<file path="src/rtl/bpk_pkg.sv">
package bpk_pkg;
   typedef enum logic [2:0] {
      OP_IDLE = 3'd0,
      OP_HWR  = 3'd1,
      OP_HRD  = 3'd2,
      OP_ETX  = 3'd3,
      OP_ERX  = 3'd4
   } bpk_op_e;
endpackage

</file>
<file path="src/rtl/bpk_op_sel.sv">
// Fixed-priority pick of one operation per cycle.
module bpk_op_sel
   import bpk_pkg::*;
(
   input  logic    wr,
   input  logic    rd,
   input  logic    take,
   input  logic    push,
   output bpk_op_e op
);
   always_comb begin
      if (wr)        op = OP_HWR;
      else if (rd)   op = OP_HRD;
      else if (take) op = OP_ETX;
      else if (push) op = OP_ERX;
      else           op = OP_IDLE;
   end
endmodule

</file>
<file path="src/rtl/bpk_half_swap.sv">
// Optional exchange of the two byte lanes of a half-word.
module bpk_half_swap #(
   parameter int BYTE_W = 8
) (
   input  logic                swap,
   input  logic [2*BYTE_W-1:0] din,
   output logic [2*BYTE_W-1:0] dout
);
   for (genvar g = 0; g < 2; g++) begin : g_lane
      assign dout[g*BYTE_W +: BYTE_W] = swap ? din[(1-g)*BYTE_W +: BYTE_W]
                                             : din[g*BYTE_W +: BYTE_W];
   end
endmodule

</file>
<file path="src/rtl/bpk_store.sv">
// Shared lane word, both fill counts and the sticky flags.
module bpk_store
   import bpk_pkg::*;
#(
   parameter int BYTE_W = 8,
   parameter int LANES  = 4,
   localparam int W  = BYTE_W * LANES,
   localparam int HW = 2 * BYTE_W,
   localparam int CW = $clog2(LANES + 1)
) (
   input  logic              clk,
   input  logic              rst_n,
   input  bpk_op_e           op,
   input  logic [HW-1:0]     wr_half,
   input  logic [BYTE_W-1:0] rx_byte,
   output logic [HW-1:0]     lo_half,
   output logic [BYTE_W-1:0] tx_byte,
   output logic [CW-1:0]     tx_cnt,
   output logic [CW-1:0]     rx_cnt,
   output logic              tx_rdy,
   output logic              tx_udf,
   output logic              rx_ovr,
   output logic              rx_one
);
   logic [W-1:0]  word_q, word_d;
   logic [CW-1:0] txc_q, txc_d, rxc_q, rxc_d;
   logic          rdy_q, rdy_d, udf_q, udf_d, ovr_q, ovr_d, one_q, one_d;

   always_comb begin
      tx_byte = '0;
      for (int i = 0; i < LANES; i++) begin
         if (txc_q == CW'(i + 1)) tx_byte = word_q[i*BYTE_W +: BYTE_W];
      end
   end

   always_comb begin
      word_d = word_q;
      txc_d  = txc_q;
      rxc_d  = rxc_q;
      rdy_d  = rdy_q;
      udf_d  = udf_q;
      ovr_d  = ovr_q;
      one_d  = one_q;
      unique case (op)
         OP_HWR: begin
            if (txc_q <= CW'(LANES - 2)) begin
               word_d = {word_q[W-HW-1:0], wr_half};
               txc_d  = txc_q + CW'(2);
               udf_d  = 1'b0;
               if (txc_d > CW'(2)) rdy_d = 1'b0;
            end
         end
         OP_HRD: begin
            ovr_d = 1'b0;
            if (rxc_q == CW'(1)) begin
               one_d = 1'b1;
               rxc_d = '0;
            end else if (rxc_q > CW'(1)) begin
               if (rxc_q > CW'(2)) word_d = {{HW{1'b0}}, word_q[W-1:HW]};
               rxc_d = rxc_q - CW'(2);
            end
         end
         OP_ETX: begin
            rdy_d = 1'b1;
            if (txc_q == '0) udf_d = 1'b1;
            else             txc_d = txc_q - CW'(1);
         end
         OP_ERX: begin
            if (rxc_q == CW'(LANES)) begin
               ovr_d = 1'b1;
            end else begin
               for (int i = 0; i < LANES; i++) begin
                  if (rxc_q == CW'(i))
                     word_d[i*BYTE_W +: BYTE_W] = word_q[i*BYTE_W +: BYTE_W] | rx_byte;
               end
               rxc_d = rxc_q + CW'(1);
            end
         end
         default: ;
      endcase
   end

   always_ff @(posedge clk) begin
      if (!rst_n) begin
         word_q <= '0;
         txc_q  <= '0;
         rxc_q  <= '0;
         rdy_q  <= 1'b0;
         udf_q  <= 1'b0;
         ovr_q  <= 1'b0;
         one_q  <= 1'b0;
      end else begin
         word_q <= word_d;
         txc_q  <= txc_d;
         rxc_q  <= rxc_d;
         rdy_q  <= rdy_d;
         udf_q  <= udf_d;
         ovr_q  <= ovr_d;
         one_q  <= one_d;
      end
   end

   assign lo_half = word_q[HW-1:0];
   assign tx_cnt  = txc_q;
   assign rx_cnt  = rxc_q;
   assign tx_rdy  = rdy_q;
   assign tx_udf  = udf_q;
   assign rx_ovr  = ovr_q;
   assign rx_one  = one_q;
endmodule

</file>
<file path="src/rtl/byte_pack_fifo.sv">
module byte_pack_fifo
   import bpk_pkg::*;
#(
   parameter int BYTE_W = 8,
   parameter int LANES  = 4,
   localparam int HW = 2 * BYTE_W,
   localparam int CW = $clog2(LANES + 1)
) (
   input  logic              clk,
   input  logic              rst_n,
   input  logic              big_endian,
   input  logic              host_wr,
   input  logic [HW-1:0]     host_wdata,
   input  logic              host_rd,
   output logic [HW-1:0]     host_rdata,
   input  logic              eng_take,
   output logic [BYTE_W-1:0] eng_tx_byte,
   input  logic              eng_push,
   input  logic [BYTE_W-1:0] eng_rx_byte,
   output logic [CW-1:0]     tx_count,
   output logic [CW-1:0]     rx_count,
   output logic              tx_ready,
   output logic              tx_underflow,
   output logic              rx_overrun,
   output logic              rx_single
);
   if (LANES < 4 || (LANES % 2) != 0) begin : g_bad_lanes
      $error("byte_pack_fifo: LANES must be even and at least 4");
   end
   if (BYTE_W < 1) begin : g_bad_width
      $error("byte_pack_fifo: BYTE_W must be positive");
   end

   bpk_op_e       op;
   logic [HW-1:0] wr_placed, lo_half;

   bpk_op_sel u_sel (
      .wr   (host_wr),
      .rd   (host_rd),
      .take (eng_take),
      .push (eng_push),
      .op   (op)
   );

   // Little-endian places the low byte in the upper lane of the pair.
   bpk_half_swap #(.BYTE_W(BYTE_W)) u_wr_swap (
      .swap (~big_endian),
      .din  (host_wdata),
      .dout (wr_placed)
   );

   bpk_half_swap #(.BYTE_W(BYTE_W)) u_rd_swap (
      .swap (big_endian),
      .din  (lo_half),
      .dout (host_rdata)
   );

   bpk_store #(.BYTE_W(BYTE_W), .LANES(LANES)) u_store (
      .clk     (clk),
      .rst_n   (rst_n),
      .op      (op),
      .wr_half (wr_placed),
      .rx_byte (eng_rx_byte),
      .lo_half (lo_half),
      .tx_byte (eng_tx_byte),
      .tx_cnt  (tx_count),
      .rx_cnt  (rx_count),
      .tx_rdy  (tx_ready),
      .tx_udf  (tx_underflow),
      .rx_ovr  (rx_overrun),
      .rx_one  (rx_single)
   );
endmodule

</file>
<file path="config.mk">
export PLATFORM = sky130hd
export DESIGN_NAME = byte_pack_fifo
export DESIGN_NICKNAME = d
export VERILOG_FILES = /design/src/rtl/bpk_pkg.sv /design/src/rtl/bpk_op_sel.sv /design/src/rtl/bpk_half_swap.sv /design/src/rtl/bpk_store.sv /design/src/rtl/byte_pack_fifo.sv
export SDC_FILE = /design/constraint.sdc
export NUM_CORES = 1
export LEC_CHECK = 0
export ABC_CLOCK_PERIOD_IN_PS = 5000
export BUFFER_PORTS_ARGS = -buffer_cell sky130_fd_sc_hd__buf_4
export CAP_MARGIN = 20
export CORE_AREA = 2 2 81 83
export CTS_BUF_LIST = sky130_fd_sc_hd__clkbuf_8
export CTS_CLUSTER_DIAMETER = 30
export DETAILED_ROUTE_END_ITERATION = 8
export DIE_AREA = 0 0 83 85
export GPL_TIMING_DRIVEN = 0
export PLACE_DENSITY = 0.9
export SYNTH_ARGS = -nofsm -noshare
export SYNTH_HDL_FRONTEND = slang
export SYNTH_HIERARCHICAL = 1
export SYNTH_SLANG_ARGS = --single-unit
</file>
<file path="constraint.sdc">
create_clock -name clk -period 5 [get_ports clk]
set_input_delay 0.5 -clock clk [delete_from_list [all_inputs] [get_ports clk]]
set_output_delay 0.5 -clock clk [all_outputs]
set_load 0.01 [all_outputs]
</file>
==> results of run 1 <==
[metrics by stage]
step	hold WS [ns]	area, sq um	utilization	power (W)
final	0.483	4260	0.687	0.00128
after global routing	0.511	4260	0.687	0.00134
after CTS	0.487	4260	0.687	0.00126
after detailed placement	0.462	4150	0.669	0.000991
after global placement	0.465	4150	0.669	0.000974
after floorplan	0.499	3580	-	0.000806
[layout by cell type (no fill, tap or decap), drive strengths merged, types with 2 or more instances in the layout]
| cell | netlist | layout |
|---|---|---|
| buf | 35 | 99 |
| nor2 | 51 | 51 |
| dfxtp | 42 | 42 |
| a21oi | 42 | 42 |
| mux2 | 32 | 32 |
| clkbuf | 21 | 26 |
| nand2 | 22 | 22 |
| nor3 | 18 | 18 |
| a211oi | 17 | 17 |
| a221oi | 16 | 16 |
| o41ai | 16 | 16 |
| a22oi | 16 | 16 |
| nor4 | 16 | 16 |
| o21ai | 15 | 15 |
| ha | 12 | 12 |
| or3 | 11 | 11 |
| inv | 11 | 11 |
| nand3b | 10 | 10 |
| nand3 | 8 | 8 |
| nor2b | 5 | 5 |
| mux2i | 3 | 3 |
| clkinv | 0 | 2 |
| or3b | 2 | 2 |
| nand2b | 2 | 2 |
| a21o | 2 | 2 |
| nor3b | 2 | 2 |
[Yosys cell counts (2+ instances only)]
library cell / count
a21oi_1: 41
ha_1: 12
a211oi_2: 11
buf_12: 2
buf_6: 3
nand3_1: 8
nand2_1: 22
mux2_4: 20
buf_2: 10
nor3_1: 18
or3_1: 11
inv_1: 10
nand3b_1: 10
a221oi_1: 16
a22oi_1: 16
dfxtp_1: 42
a211oi_1: 6
buf_1: 4
clkbuf_1: 21
nor2_1: 50
nand2b_1: 2
mux2i_1: 3
buf_4: 16
or3b_1: 2
mux2_2: 12
nor2b_1: 4
o21ai_0: 14
nor4_1: 16
o41ai_1: 16
[final cells by class]
class | count | area, sq um
Buffer | 56 | 338
Clock buffer | 5 | 68.8
Clock inverter | 3 | 40.0
Fill cell | 508 | 1940
Inverter | 11 | 41.3
Multi-Input combinational cell | 331 | 2360
Sequential cell | 42 | 841
Tap cell | 77 | 96.3
Timing Repair Buffer | 64 | 480
[logic make-up after synthesis]
kind of cell    Yosys count  share of synthesized area
compound gates          130                      0.263
xor+xnor                  1                    0.00245
fa+ha+maj                12                     0.0420
buf+inv                  67                      0.106
flops                    42                      0.235
mux                      35                      0.130
simple gates            153                      0.221
[state kept, by name, indices dropped and copies added, names as in the netlist]
register and count:
u_store/rx_cnt 3, u_store/rx_one 1, u_store/rx_ovr 1, u_store/tx_cnt 3
u_store/tx_rdy 1, u_store/tx_udf 1, u_store/word_q 32
[power by group]
group / switching [W] / internal, W
logic: 0.000258 / 0.000259
registers: 0.0000935 / 0.000391
clock network: 0.000130 / 0.000147
[layer usage]
metal  global-route usage  routed length (um)  up-vias
li1                     -                   -     1783
met1                0.408                4550     1816
met2                0.516                5320      267
met3               0.0700                1320       45
met4                0.167                 461        0
met5               0.0350                   0        -
[critical path: cells and delay by family]
kind / cells / cell delay, ns
AND/OR/NAND/NOR: 4 / 1.33
buffers and inverters: 3 / 0.99
AO/OA/AOI/OAI: 1 / 0.14
[worst paths after layout]
| path | from | slack (ns) | endpoint |
|---|---|---|---|
| max reg2reg | u_store/tx_cnt[2] | 2.42 | u_store/word_q[31] |
| min | u_store/tx_rdy | 0.48 | u_store/tx_rdy |
| min reg2reg | u_store/tx_rdy | 0.48 | u_store/tx_rdy |
| max | eng_take | 2.20 | u_store/word_q[3] |
==> out/summary.log, run 1 <==
[worst_setup_path] endpoint arrival time on the critical path 2.96 ns
[floorplanning] effective utilization at floorplan 0.576
[timing] Relative slew margins 0.490
[synthesis] portion of the post-synthesis area used by sequential elements 0.235
[synthesis] EDFF count, synth 0
[place] gp weighted congestion 0.996
[clocking] clock buffer depth 2
[synthesis] largest cells by area after synthesis dfxtp_1, mux2_4, a21oi_1
[final_layout] antenna fix cells 0
[timing] shortest clock period the worst path allows after layout 2.80 ns
[synthesis] total of warnings raised by yosys 6
[timing] final worst clock skew 0.0102 ns
[route] detailed-router iteration count before antenna repair 6
[synthesis] per-instance average area after synthesis 8.13 sq um
[global_route] vias in the first global route 3655
[clocking] setup repair bufs after CTS 0
[clocking] clk sinks 42
[worst_setup_path] kind of start point of the critical path input port
[global_route] Remaining Overflow, GRT 0
[clocking] CTS hold repair buffers 0
[timing] unrepaired setup endpoints after global routing false
[timing] period utilisation layout 0.560
[worst_setup_path] cells traversed along the worst timing path buf_4 -> nor4b_2 -> nor3b_1 -> and3_1 -> buf_1 -> or3_1 -> clkbuf_1 -> a21oi_1
[route] total length of routed wires 11.6 mm
[synthesis] cell type contributing the most total cell area after synthesis dfxtp_1
[worst_setup_path] slowest stage cell on the critical path nor4b_2
[worst_setup_path] maximum fanout encountered on the critical timing path 9
[timing] setup-violating endpoint count in the final report 0
[place] Port Buf Inserts 64
[hold_path] path class of the lowest-slack min-delay path reg2reg
[clocking] Clock Tree Root clkbuf_8
[floorplanning] core area 6200 sq um
[hold_path] number of instances on the worst hold path 2
[final_layout] Synth-to-Final Area Change 19.2%
[floorplanning] number of placed I/O pins 65
[floorplanning] horizontal extent of the die 83 um
[clocking] number of instances resized during post-cts repair 0
[pwr] standby leakage power 1.73 nW
[run] number of max-cap violations 0
[timing] summed negative setup slack over all endpoints 0 ns
[synthesis] Cells after Synth 440
[route] Avg WL per Cell 19.8 um
[place] Worst Setup Slack post-DPL 2.02 ns
[clocking] TritonCTS clock tree yes
[clocking] clock latency on the worst-skew pair 0.30 ns
[global_route] largest net degree at the start of global routing 14
[route] Via density 6.64
[worst_setup_path] largest stage delay on the critical path 0.60 ns
[floorplanning] area of the die 7060 sq um
[final_layout] share of final-layout standard cells stronger than drive strength 1 0.301
[timing] final number of max-transition violations 0
[worst_setup_path] depth of the most critical reg-to-reg path 9
[timing] Hold Violations, Final 0
[worst_setup_path] Critical Path Sink Type flop
[global_route] global-route total usage across every layer 0.323
[floorplanning] chip height 85 um
[place] placed cells 581
[route] starting DRC count in detailed routing 487
[clocking] number of CTS-inserted buffers 5
[final_layout] number of nets at the end of the flow 554
[synthesis] number of unique standard cell types used by synthesis 51
[worst_setup_path] WS Path Type in2reg
[global_route] initial antenna violation count 0
[timing] worst path setup slack after routing 2.20 ns
[clocking] clock edge transition at the registers on the reported setup and hold paths 0.09 ns
[floorplanning] row count 29
[global_route] wire length of the first global-routing pass 18.4 mm
[synthesis] Post-Syn Nets 483
[synthesis] FF+latch count, synth 42
[clocking] CTS H-tree depth 2
[synthesis] predominant post-synthesis flop cell dfxtp_1
[place] post-DP HPWL 8.37 mm
[worst_setup_path] worst endpoint required time 5.17 ns
[final_layout] non-filler instance count after layout 589
[timing] achievable frequency 357 MHz
[route] remaining routing DRC violations 0
[run_status] outcome completed
[pwr] power density of the placed cells 300 nW/um^2
[timing] slew at the pin closest to its max-slew limit 0.762 ns
[synthesis] share of synthesized registers carrying an async set or reset 0
[synthesis] fraction of synthesized cell area taken by the top area cell type 0.235
[route] count of vias placed by the detailed router 3911
[route] ANT nets after route 0
[pwr] maximum VDD drop 0.208 mV
[synthesis] post-synth design cell area 3580 sq um
Power figures use the tool's default switching activity.
==> run 2, diff against run 1 <==
ABC_CLOCK_PERIOD_IN_PS = 2700   (was 5000)
CORE_AREA = 2 2 82 84   (was 2 2 81 83)
DIE_AREA = 0 0 84 86   (was 0 0 83 85)
PLACE_DENSITY = 0.88   (was 0.9)
clock period = 2.7 ns   (was 5 ns; I/O delays follow)
==> out/summary.log, run 2 (synthesized netlist as in run 1, its figures left out) <==
[run_status] outcome completed
[clocking] clock latency on the worst-skew pair 0.30 ns [about the same]
[final_layout] Top reg by flops u_store/word_q
[clocking] clk sinks 42 [unchanged]
[floorplanning] horizontal extent of the die 84 um [+1.2%]
[place] placed cells 581 [unchanged]
[clocking] clock buffer depth 2 [unchanged]
[final_layout] Core Util, Final 0.679 [-0.00734]
[worst_setup_path] worst endpoint required time 2.92 ns [-2.25 ns]
[floorplanning] row count 29 [unchanged]
[final_layout] leading cell types in the layout, fill and taps excluded buf_4, nor2_1, a21oi_1, dfxtp_1, nand2_1
[timing] worst path setup slack after routing 0.204 ns [-2.00 ns]
[timing] achievable frequency 401 MHz
[route] starting DRC count in detailed routing 410 [-16%]
[timing] slew at the pin closest to its max-slew limit 0.764 ns [+0.00198 ns]
[route] total length of routed wires 11.1 mm [-4.9%]
[timing] final worst clock skew 0.00745 ns [-0.00274 ns]
[place] post-DP HPWL 8.50 mm [+1.7%]
[hold_path] path class of the lowest-slack min-delay path in2reg
[worst_setup_path] Critical Path Sink Type flop
[timing] unrepaired setup endpoints after global routing false
[worst_setup_path] worst r2r src u_store/tx_cnt[0]
[final_layout] final design instance area without fill 4270 sq um [about the same]
[worst_setup_path] WS Path Type reg2reg
[final_layout] area of the multi-input gates 2360 sq um [unchanged]
[floorplanning] chip height 86 um [+1.2%]
[global_route] wire length of the first global-routing pass 17.8 mm [-3.4%]
[hold_path] number of instances on the worst hold path 5 [+3]
[final_layout] flip-flop count of the largest register after layout 32 [unchanged]
[floorplanning] effective utilization at floorplan 0.570 [-0.00666]
[pwr] power density of the placed cells 552 nW/um^2 [+84%]
[global_route] global-route total usage across every layer 0.300 [-0.0226]
[floorplanning] core area 6280 sq um [+1.2%]
[final_layout] Synth-to-Final Area Change 19.3% [about the same]
[global_route] initial antenna violation count 0 [unchanged]
[global_route] Remaining Overflow, GRT 0 [unchanged]
[timing] final number of max-transition violations 0 [unchanged]
[clocking] TritonCTS clock tree yes
[pwr] maximum VDD drop 0.450 mV [+120%]
[final_layout] number of nets at the end of the flow 554 [unchanged]
[final_layout] most common cell after layout, fill and taps aside buf_4
[timing] post-route worst hold slack 0.404 ns [-0.0792 ns]
[worst_setup_path] depth of the most critical reg-to-reg path 9 [unchanged]
[timing] shortest clock period the worst path allows after layout 2.50 ns
[clocking] Clock Tree Root clkbuf_8
[place] Worst Setup Slack post-DPL -0.00104 ns [-2.02 ns]
[final_layout] antenna fix cells 0 [unchanged]
[clocking] number of instances resized during post-cts repair 0 [unchanged]
[floorplanning] number of placed I/O pins 65 [unchanged]
[route] ANT nets after route 0 [unchanged]
[global_route] largest net degree at the start of global routing 14 [unchanged]
[route] remaining routing DRC violations 0 [unchanged]
[hold_path] launch point of the worst hold path eng_rx_byte[4]
[timing] setup-violating endpoint count in the final report 0 [unchanged]
[clocking] setup repair bufs after CTS 0 [unchanged]
[place] gp weighted congestion 0.916 [-8.1%]
[route] Avg WL per Cell 18.8 um [-4.9%]
[clocking] number of CTS-inserted buffers 5 [unchanged]
[worst_setup_path] kind of start point of the critical path flop
[pwr] standby leakage power 1.73 nW [about the same]
[worst_setup_path] endpoint arrival time on the critical path 2.71 ns [-0.25 ns]
[global_route] vias in the first global route 3641 [-0.38%]
[route] detailed-router iteration count before antenna repair 5 [-1]
[route] count of vias placed by the detailed router 3863 [-1.2%]
[clocking] CTS hold repair buffers 0 [unchanged]
[place] Port Buf Inserts 64 [unchanged]
[final_layout] non-filler instance count after layout 589 [unchanged]
[timing] Hold Violations, Final 0 [unchanged]
[clocking] CTS H-tree depth 2 [unchanged]
[timing] Relative slew margins 0.489 [-0.00132]
[route] Via density 6.56 [-1.2%]
[final_layout] Fill cells 525 [+3.3%]
[worst_setup_path] register-to-register path setup slack 0.20 ns [-2.22 ns]
[worst_setup_path] maximum fanout encountered on the critical timing path 10 [+1]
[floorplanning] area of the die 7220 sq um [+2.4%]
[place] placement-stage cell area 4150 sq um [unchanged]
[timing] period utilisation layout 0.924
[worst_setup_path] Crit Reg-Reg Endpoint u_store/word_q[23]
[run] number of max-cap violations 0 [unchanged]
[final_layout] share of final-layout standard cells stronger than drive strength 1 0.303 [+0.00195]
[clocking] clock edge transition at the registers on the reported setup and hold paths 0.09 ns [about the same]
[hold_path] worst min-delay path endpoint u_store/word_q[4]
[final_layout] sequential cell area 842 sq um [+0.15%]
==> run 2: layout make-up <==
| cell class | instances | area share |
|---|---|---|
| timing repair buffer | 64 | 0.113 |
| clock buffer | 5 | 0.0161 |
| buffer | 56 | 0.0795 |
| tap | 77 | 0.0226 |
| multi-input combinational | 331 | 0.552 |
| inverter | 11 | 0.00968 |
| clock inverter | 3 | 0.00968 |
| sequential | 42 | 0.197 |
==> run 2: worst max-delay path by stage <==
stage	startpoint	endpoint	slack [ns]	cells past startpoint
floorplan	u_store/tx_cnt[2]	u_store/word_q[16]	0.43	9
global placement	eng_take	u_store/word_q[29]	0.06	8
detailed placement	eng_take	u_store/word_q[23]	-0.001	8
CTS	u_store/tx_cnt[2]	u_store/word_q[23]	0.09	9
global route	u_store/tx_cnt[0]	u_store/word_q[23]	0.06	9
finish	u_store/tx_cnt[0]	u_store/word_q[23]	0.20	9
==> run 2: metrics by stage <==
stage          TNS [ns]  total power, W
3_3_place_gp          0         0.00179
2_1_floorplan         0         0.00149
4_1_cts               0         0.00233
5_1_grt               0         0.00246
3_5_place_dp   -0.00104         0.00183
6_report              0         0.00235
==> run 2: layer usage <==
layer  GRT usage  routed length [um]  vias to the layer above
met1       0.389                4440                     1807
met3      0.0472                1250                       19
met4      0.0792                 156                        0
met2       0.523                5230                      262
li1            -                   -                     1775
met5           0                   0                        -
==> run 2: worst max-delay path, stage by stage, from the launching register on <==
cell      delay [ns]
dfxtp_2         0.39
inv_1           0.09
ha_1            0.30
nor2b_1         0.19
o211a_1         0.20
buf_2           0.18
or4_1           0.46
buf_2           0.20
buf_6           0.18
a211oi_2        0.20
==> run 2: report_power, final <==
group / switching, W / internal [W]
combinational: 0.000467 / 0.000480
clock: 0.000233 / 0.000272
sequential: 0.000177 / 0.000724
==> run 3, diff against run 2 <==
==> constraint.sdc (replaced) <==
create_clock -name clk -period 2.7 [get_ports clk]
set_input_delay 0.54 -clock clk [delete_from_list [all_inputs] [get_ports clk]]
set_output_delay 0.54 -clock clk [all_outputs]
set_load 0.01 [all_outputs]
==> out/summary.log, run 3 (synthesized netlist as in run 1, its figures left out) <==
[pwr] maximum VDD drop 0.451 mV [+0.32%]
[route] count of vias placed by the detailed router 3868 [+0.13%]
[run_status] outcome completed
[final_layout] leading cell types in the layout, fill and taps excluded buf_4, nor2_1, a21oi_1, dfxtp_1, nand2_1
[clocking] clock edge transition at the registers on the reported setup and hold paths 0.09 ns [about the same]
[place] gp weighted congestion 0.916 [unchanged]
[place] Port Buf Inserts 64 [unchanged]
[pwr] power share of the combinational group 0.403 [about the same]
[clocking] clk sinks 42 [unchanged]
[clocking] TritonCTS clock tree yes
[place] placed cells 581 [unchanged]
[pwr] total power after layout 0.00236 W [about the same]
[clocking] number of instances resized during post-cts repair 2 [+2]
[clocking] clock latency on the worst-skew pair 0.30 ns [about the same]
[pwr] Flop pwr share 0.382 [about the same]
[worst_setup_path] maximum fanout encountered on the critical timing path 10 [unchanged]
[floorplanning] effective utilization at floorplan 0.570 [unchanged]
[pwr] standby leakage power 1.74 nW [+0.56%]
[route] detailed-router iteration count before antenna repair 6 [+1]
[pwr] switching power as a share of total power 0.372 [-0.000882]
[global_route] Remaining Overflow, GRT 0 [unchanged]
[worst_setup_path] WS Path Type reg2out
[route] remaining routing DRC violations 0 [unchanged]
[clocking] Clock Tree Root clkbuf_8
[global_route] vias in the first global route 3641 [unchanged]
[floorplanning] area of the die 7220 sq um [unchanged]
[floorplanning] core area 6280 sq um [unchanged]
[floorplanning] horizontal extent of the die 84 um [unchanged]
[timing] Hold Violations, Final 0 [unchanged]
[global_route] largest net degree at the start of global routing 14 [unchanged]
[global_route] initial antenna violation count 0 [unchanged]
[hold_path] path class of the lowest-slack min-delay path reg2reg
[final_layout] antenna fix cells 0 [unchanged]
[final_layout] Synth-to-Final Area Change 19.6%
[timing] shortest clock period the worst path allows after layout 2.55 ns [+0.0525 ns]
[global_route] wire length of the first global-routing pass 17.8 mm [unchanged]
[timing] final worst clock skew 0.00788 ns [+0.000430 ns]
[pwr] Sw Pwr 0.000876 W [-0.18%]
[final_layout] share of final-layout standard cells stronger than drive strength 1 0.309 [+0.00646]
[timing] Relative slew margins 0.506 [+0.0172]
[clocking] CTS H-tree depth 2 [unchanged]
[route] Avg WL per Cell 18.7 um [-0.47%]
[final_layout] non-filler instance count after layout 588 [-0.17%]
[final_layout] Top reg by flops u_store/word_q
[pwr] portion of total power attributed to the clock network 0.215 [about the same]
[route] total length of routed wires 11.0 mm [-0.64%]
[timing] post-route worst hold slack 0.486 ns [+0.0826 ns]
[timing] slew at the pin closest to its max-slew limit 0.738 ns [-0.0257 ns]
[clocking] clock buffer depth 2 [unchanged]
[worst_setup_path] Critical Path Sink Type output pin
[place] post-DP HPWL 8.50 mm [unchanged]
[timing] unrepaired setup endpoints after global routing false
[worst_setup_path] endpoint arrival time on the critical path 2.01 ns [-0.70 ns]
[final_layout] final design instance area without fill 4280 sq um [+0.23%]
[clocking] setup repair bufs after CTS 0 [unchanged]
[final_layout] number of nets at the end of the flow 553 [-0.18%]
[run] number of max-cap violations 0 [unchanged]
[place] placement-stage cell area 4150 sq um [unchanged]
[route] Via density 6.58 [+0.30%]
[worst_setup_path] kind of start point of the critical path flop
[final_layout] flip-flop count of the largest register after layout 32 [unchanged]
[timing] final number of max-transition violations 0 [unchanged]
[timing] achievable frequency 392 MHz [-2.1%]
[clocking] CTS hold repair buffers 0 [unchanged]
[timing] period utilisation layout 0.944 [+0.0194]
[route] ANT nets after route 0 [unchanged]
[timing] setup-violating endpoint count in the final report 0 [unchanged]
[global_route] global-route total usage across every layer 0.300 [unchanged]
[final_layout] most common cell after layout, fill and taps aside buf_4
[floorplanning] number of placed I/O pins 65 [unchanged]
[floorplanning] row count 29 [unchanged]
[pwr] power density of the placed cells 551 nW/um^2 [-0.18%]
[pwr] total internal power 0.00148 W [+0.19%]
[worst_setup_path] worst endpoint required time 2.16 ns [-0.76 ns]
[clocking] number of CTS-inserted buffers 5 [unchanged]
[floorplanning] chip height 86 um [unchanged]
[route] starting DRC count in detailed routing 418 [+2.0%]
-- run 3: per-stage QoR --
step / TNS (ns) / util / setup slack, ns
floorplan: 0 / - / 0.246
global placement: -3.98 / 0.662 / -0.209
detailed placement: -6.61 / 0.662 / -0.271
CTS: 0 / 0.679 / 0.0372
global route: 0 / 0.681 / 0.00613
finish: 0 / 0.681 / 0.151
-- run 3: worst max-delay path: stages, from the launching register on --
cell,delay (ns)
dfxtp_2,0.39
inv_1,0.10
ha_2,0.24
clkbuf_2,0.20
nand3b_1,0.18
a21oi_1,0.15
a21oi_1,0.06
o21ai_0,0.22
buf_4,0.17
-- run 3: power by group through the flow --
stage               Sequential [W]  Clock, W  Combinational (W)
detailed placement        0.000901         0           0.000932
global route              0.000909  0.000525            0.00103
finish                    0.000899  0.000506           0.000950
global placement          0.000895         0           0.000896
floorplan                 0.000839         0           0.000654
CTS                       0.000886  0.000506           0.000937
-- run 3: layer usage --
| metal | vias to the layer above | GRT usage | share of wire | wire [um] |
|---|---|---|---|---|
| met1 | 1809 | 0.389 | 0.40 | 4400 |
| li1 | 1772 | - | - | - |
| met4 | 0 | 0.0792 | 0.014 | 159 |
| met2 | 268 | 0.523 | 0.48 | 5230 |
| met3 | 19 | 0.0472 | 0.11 | 1220 |
| met5 | - | 0 | 0 | 0 |
-- run 3: final timing paths --
| kind | cells past startpoint | slack (ns) | from | end |
|---|---|---|---|---|
| worst max-delay path | 8 | 0.15 | u_store/tx_cnt[0] | eng_tx_byte[3] |
| worst min-delay path | 2 | 0.49 | u_store/rx_one | u_store/rx_one |
| worst max register to register | 9 | 0.23 | u_store/tx_cnt[2] | u_store/word_q[23] |
| worst min register to register | 2 | 0.49 | u_store/rx_one | u_store/rx_one |
-- run 3: area by class of cell --
cell class                      count  area [sq um]
Tap cell                           77          96.3
Sequential cell                    42           842
Timing Repair Buffer               64           480
Clock buffer                        5          68.8
Buffer                             55           338
Clock inverter                      3          41.3
Fill cell                         523          2000
Inverter                           11          41.3
Multi-Input combinational cell    331          2370
